$ cat src/rtl/dlc_pkg.sv
package dlc_pkg;

  // Strobes handed from control to datapath each cycle
  typedef struct packed {
    logic inOpen;     // first stage tracks the bus
    logic dacFollow;  // second stage tracks the first stage
  } latchCtl_t;

endpackage

$ cat src/rtl/dlc_sync.sv
module dlc_sync #(
  parameter int WIDTH   = 1,
  parameter int STAGES  = 2,
  parameter logic RESET_VAL = 1'b1
) (
  input  logic             clk,
  input  logic             rstN,
  input  logic [WIDTH-1:0] asyncIn,
  output logic [WIDTH-1:0] syncOut
);

  genvar b;
  generate
    for (b = 0; b < WIDTH; b++) begin : gBit
      logic [STAGES-1:0] chain;
      always_ff @(posedge clk) begin
        if (!rstN) chain <= {STAGES{RESET_VAL}};
        else       chain <= {chain[STAGES-2:0], asyncIn[b]};
      end
      assign syncOut[b] = chain[STAGES-1];
    end
  endgenerate

endmodule

$ cat src/rtl/dlc_ctrl.sv
module dlc_ctrl
  import dlc_pkg::*;
#(
  parameter int SYNC_STAGES = 2
) (
  input  logic      clk,
  input  logic      rstN,
  input  logic      selS,
  input  logic      wrS,
  input  logic      loadS,
  output latchCtl_t ctl,
  output logic      startFlag
);

  localparam int PRIME_W = $clog2(SYNC_STAGES + 2);
  localparam logic [PRIME_W-1:0] PRIME_AT  = PRIME_W'(SYNC_STAGES);
  localparam logic [PRIME_W-1:0] PRIME_END = PRIME_W'(SYNC_STAGES + 1);

  logic [PRIME_W-1:0] primeCnt;
  logic writeActive;

  // The write window is open only while both strobes are low; the
  // output stage is barred from following while it is open.
  always_comb begin
    writeActive   = ~selS & ~wrS;
    ctl.inOpen    = writeActive;
    ctl.dacFollow = ~loadS & ~writeActive;
  end

  // Sample the load strobe once the synchronizer holds real data
  always_ff @(posedge clk) begin
    if (!rstN) begin
      primeCnt  <= '0;
      startFlag <= 1'b0;
    end else if (primeCnt != PRIME_END) begin
      primeCnt <= primeCnt + 1'b1;
      if (primeCnt == PRIME_AT) startFlag <= loadS;
    end
  end

endmodule

$ cat src/rtl/dlc_datapath.sv
module dlc_datapath
  import dlc_pkg::*;
#(
  parameter int DATA_W = 14
) (
  input  logic              clk,
  input  logic              rstN,
  input  latchCtl_t         ctl,
  input  logic [DATA_W-1:0] busData,
  output logic [DATA_W-1:0] dacCode,
  output logic              updatePulse
);

  logic [DATA_W-1:0] inReg;
  logic [DATA_W-1:0] dacReg;

  always_ff @(posedge clk) begin
    if (!rstN) begin
      inReg       <= '0;
      dacReg      <= '0;
      updatePulse <= 1'b0;
    end else begin
      if (ctl.inOpen)    inReg  <= busData;
      if (ctl.dacFollow) dacReg <= inReg;
      updatePulse <= ctl.dacFollow && (dacReg != inReg);
    end
  end

  assign dacCode = dacReg;

endmodule

$ cat src/rtl/dual_stage_code_latch.sv
module dual_stage_code_latch
  import dlc_pkg::*;
#(
  parameter int DATA_W      = 14,
  parameter int SYNC_STAGES = 2
) (
  input  logic              clk,
  input  logic              rstN,
  input  logic              selN,
  input  logic              wrN,
  input  logic              loadN,
  input  logic [DATA_W-1:0] busData,
  output logic [DATA_W-1:0] dacCode,
  output logic              updatePulse,
  output logic              loadHighAtStart
);

  localparam int N_STROBES = 3;

  logic [N_STROBES-1:0] strobeRaw;
  logic [N_STROBES-1:0] strobeSync;
  latchCtl_t            ctl;

  assign strobeRaw = {loadN, wrN, selN};

  dlc_sync #(
    .WIDTH(N_STROBES), .STAGES(SYNC_STAGES), .RESET_VAL(1'b1)
  ) uSync (
    .clk(clk), .rstN(rstN), .asyncIn(strobeRaw), .syncOut(strobeSync)
  );

  dlc_ctrl #(.SYNC_STAGES(SYNC_STAGES)) uCtrl (
    .clk(clk), .rstN(rstN),
    .selS(strobeSync[0]), .wrS(strobeSync[1]), .loadS(strobeSync[2]),
    .ctl(ctl), .startFlag(loadHighAtStart)
  );

  dlc_datapath #(.DATA_W(DATA_W)) uData (
    .clk(clk), .rstN(rstN), .ctl(ctl), .busData(busData),
    .dacCode(dacCode), .updatePulse(updatePulse)
  );

endmodule

$ cat config.mk
export PLATFORM = sky130hd
export DESIGN_NAME = dual_stage_code_latch
export DESIGN_NICKNAME = d
export VERILOG_FILES = /design/src/rtl/dlc_pkg.sv /design/src/rtl/dlc_sync.sv /design/src/rtl/dlc_ctrl.sv /design/src/rtl/dlc_datapath.sv /design/src/rtl/dual_stage_code_latch.sv
export SDC_FILE = /design/constraint.sdc
export NUM_CORES = 1
export LEC_CHECK = 0
export ABC_AREA = 1
export ABC_CLOCK_PERIOD_IN_PS = 1100
export BUFFER_PORTS_ARGS = -buffer_cell sky130_fd_sc_hd__buf_2
export CAP_MARGIN = 20
export CELL_PAD_IN_SITES_DETAIL_PLACEMENT = 1
export CELL_PAD_IN_SITES_GLOBAL_PLACEMENT = 1
export CORE_MARGIN = 3
export CORE_UTILIZATION = 34
export DETAILED_ROUTE_END_ITERATION = 10
export MAX_ROUTING_LAYER = met4
export PLACE_DENSITY = 0.79
export SYNTH_ARGS = -nofsm -noshare
export SYNTH_HDL_FRONTEND = slang
export SYNTH_SLANG_ARGS = --single-unit
$ cat constraint.sdc
create_clock -name clk -period 1.1 [get_ports clk]
set_clock_uncertainty 0.2 [all_clocks]
set_input_delay 0.055 -clock clk [delete_from_list [all_inputs] [get_ports clk]]
set_output_delay 0.055 -clock clk [all_outputs]
set_load 0.05 [all_outputs]
==> results.toml <==
[flow_run]
drv_cap = 0

[critical_path]
cp_common_cell = "nor2_4"
worstPathArrival_ps = 1290
path_buf_inv = 2
worst-path-stages = 6
r2r_slack_ps = -200
r2r-end = "uData.dacCode[10]"
cp_slowest_stage_delay_ps = 340
cp_slowest_cell = "dfxtp_2"
cp.required_ps = 1090
crit_end = "uData.dacCode[10]"
crit_chain = "nor2_4, nor2_4, buf_12, buf_8, o21ai_2, nor2_1"
critical_path.top_delay_family = "flip-flops"
cp-startpoint = "uSync.gBit[0].chain[1]"
cp_max_fo = 6
start_kind = "flop"
end_kind = "flop"
r2r_cells = 6
critPathKind = "flop to flop"
r2r_start = "uSync.gBit[0].chain[1]"

[finish]
layout_common_cells = "nand2_1, buf_4, o21ai_2, a21oi_1"
final_util_pct = 63.6
fin_cells = 339
fin_nets = 309
final_common_cell = "nand2_1"
synthToLayoutAreaGrowth_pct = 72.6
layout-drive-gt1-share_pct = 55.0
insertedDiodeCount = 0
design_area_um2 = 2670

[clocking]
cts_hold_buf = 18
clkTransAtPathRegs_ps = 70
h-tree-depth = 2
cts_buffers = 5
clock_latency_ps = 290
cts.sinks = 38
clockBufferDepth = 2
root_buffer = "clkbuf_8"
cts_tree = "built"

[die]
core_area_um2 = 4200
die_h_um = 73.5
start_util_pct = 36.8
rows = 23
ios = 35
die_x_um = 73.5
die-area_um2 = 5400

[yosys]
avgSynthCellArea_um2 = 7.66
synthCells = 202
ys_types = 20
ys_ff_latch = 38
ys_seq_area_share_pct = 49.2
synth_nets = 223
synthesis.area_um2 = 1550
yosysWarnings = 0

[sta]
slew_headroom_pct = 84.0
setup_viol = 33
final-hold-violation-count = 13
fin_crit_sh_pct = 118
finalCriticalPeriod_ps = 1300
rsz0062_at_grt = "true"
worst_slack_ps = -199
fin_hold_ws_ps = -34.3
fmax_mhz = 770
maxSlewViolCount = 0
worstMarginPinSlew_ps = 241

[grt]
grt_pass1_wl_um = 8700
globalRouteTotalUtil_pct = 22.4
grt_pass1_vias = 1801
grt_max_degree = 16
grt-ovfl-total = 0
antenna_found_initial = 0

[power]
cellLeakagePower_nw = 1.14
finalPower_mw = 2.99
cellPowerDensity_nw_per_um2 = 1120
ir_worst_vdd_v = 0.000997

[route]
wl_um = 5500
via_per_inst = 4.88
wl_per_cell_um = 16.2
ant_nets = 0
num_vias = 1653
firstDrtPassIters = 4
route.detailed.drc = 0
drt-initial-drc-count = 42

[run_status]
status = "finished with violations"
violations = "hold timing, setup timing"

[min_path]
hold_path.class = "input pin to flop"

[placed_design]
place.port_buffers = 34
placed_area_um2 = 1960
dpl.hpwl_um = 2960
place.gp.congestion = 0.739
placed_cells = 303
power breakdown:
| part | switching [mW] | internal (mW) | total [mW] |
|---|---|---|---|
| clock network | 0.493 | 0.506 | 0.999 |
| registers | 0.0536 | 1.40 | 1.46 |
| logic | 0.274 | 0.258 | 0.532 |
cell families (layout without fill, tap and decap cells):
logic type	count (synthesis)	in the layout	synth area share (%)
simple gates	73	73	20.3
flops	38	38	49.2
compound gates	52	52	17.5
xor+xnor	2	2	1.13
fa+ha+maj	2	2	1.62
buf+inv	35	122	10.3
worst min-delay path, cell delays in order:
cell     delay [ps]
buf_2           130
nand2_2         150
a21oi_1          70
registers in the layout, summed over array words and instances (netlist names):
name,count
uData.dacCode,14
uData.inReg,14
uSync.gBit.chain,6
uCtrl.primeCnt,2
uCtrl.startFlag,1
uData.updatePulse,1
routing by layer:
layer  vias up  track usage, %  share of wire, %
met2        32            40.2                55
li1        804               -                 -
met3         8            3.83               3.1
met4         0            10.3               1.1
met1       809            23.8                41
met5         -               -                 0
worst min path at each step:
stage | startpoint | to | slack (ps) | cells after the start
5_1_grt | rstN | uData.updatePulse | -20 | 3
3_3_place_gp | loadN | uSync.gBit[2].chain[0] | 40 | 2
4_1_cts | rstN | uData.updatePulse | -40 | 3
6_report | rstN | uData.updatePulse | -30 | 3
2_1_floorplan | selN | uSync.gBit[0].chain[0] | -40 | 1
3_5_place_dp | selN | uSync.gBit[0].chain[0] | 50 | 2
synth_stat cells (all sizes together):
library cell	n	area [µm²]
or2	6	37.5
nor2	18	82.6
nand3	6	30.0
ha	2	25.0
nand2	43	164
o21ai	29	153
inv	29	109
clkbuf	2	11.3
xnor2	2	17.5
a21oi	23	119
dfxtp	38	761
buf	4	38.8
what timing repair did:
| item | CTS | global route |
|---|---|---|
| hold endpoints to repair | 26 | 1 |
| gates resized for setup | 78 | 43 |
| buffers inserted | 3 | 6 |
| pin swaps | 3 | 12 |
| cloned | 1 | 1 |
| setup endpoints to repair | 48 | 44 |
area by class of cell:
| type | instances | area [µm²] |
|---|---|---|
| fillers | 475 | 1530 |
| flip-flops and latches | 38 | 825 |
| multi-input cells | 129 | 783 |
| repair buffers | 83 | 771 |
| inverters | 29 | 124 |
| clock buffers | 7 | 86.3 |
| well taps | 50 | 62.6 |
| repair inverters | 2 | 15.0 |
| clock inverters | 1 | 5.00 |
stage by stage:
step	TNS, ps	setup slack, ps
after floorplan	-215	-51.0
after global placement	-2310	-123
after detailed placement	-3400	-237
after CTS	-2410	-118
after global routing	-5990	-242
final	-4170	-199
Note: power is estimated with default switching activity, not from simulation.
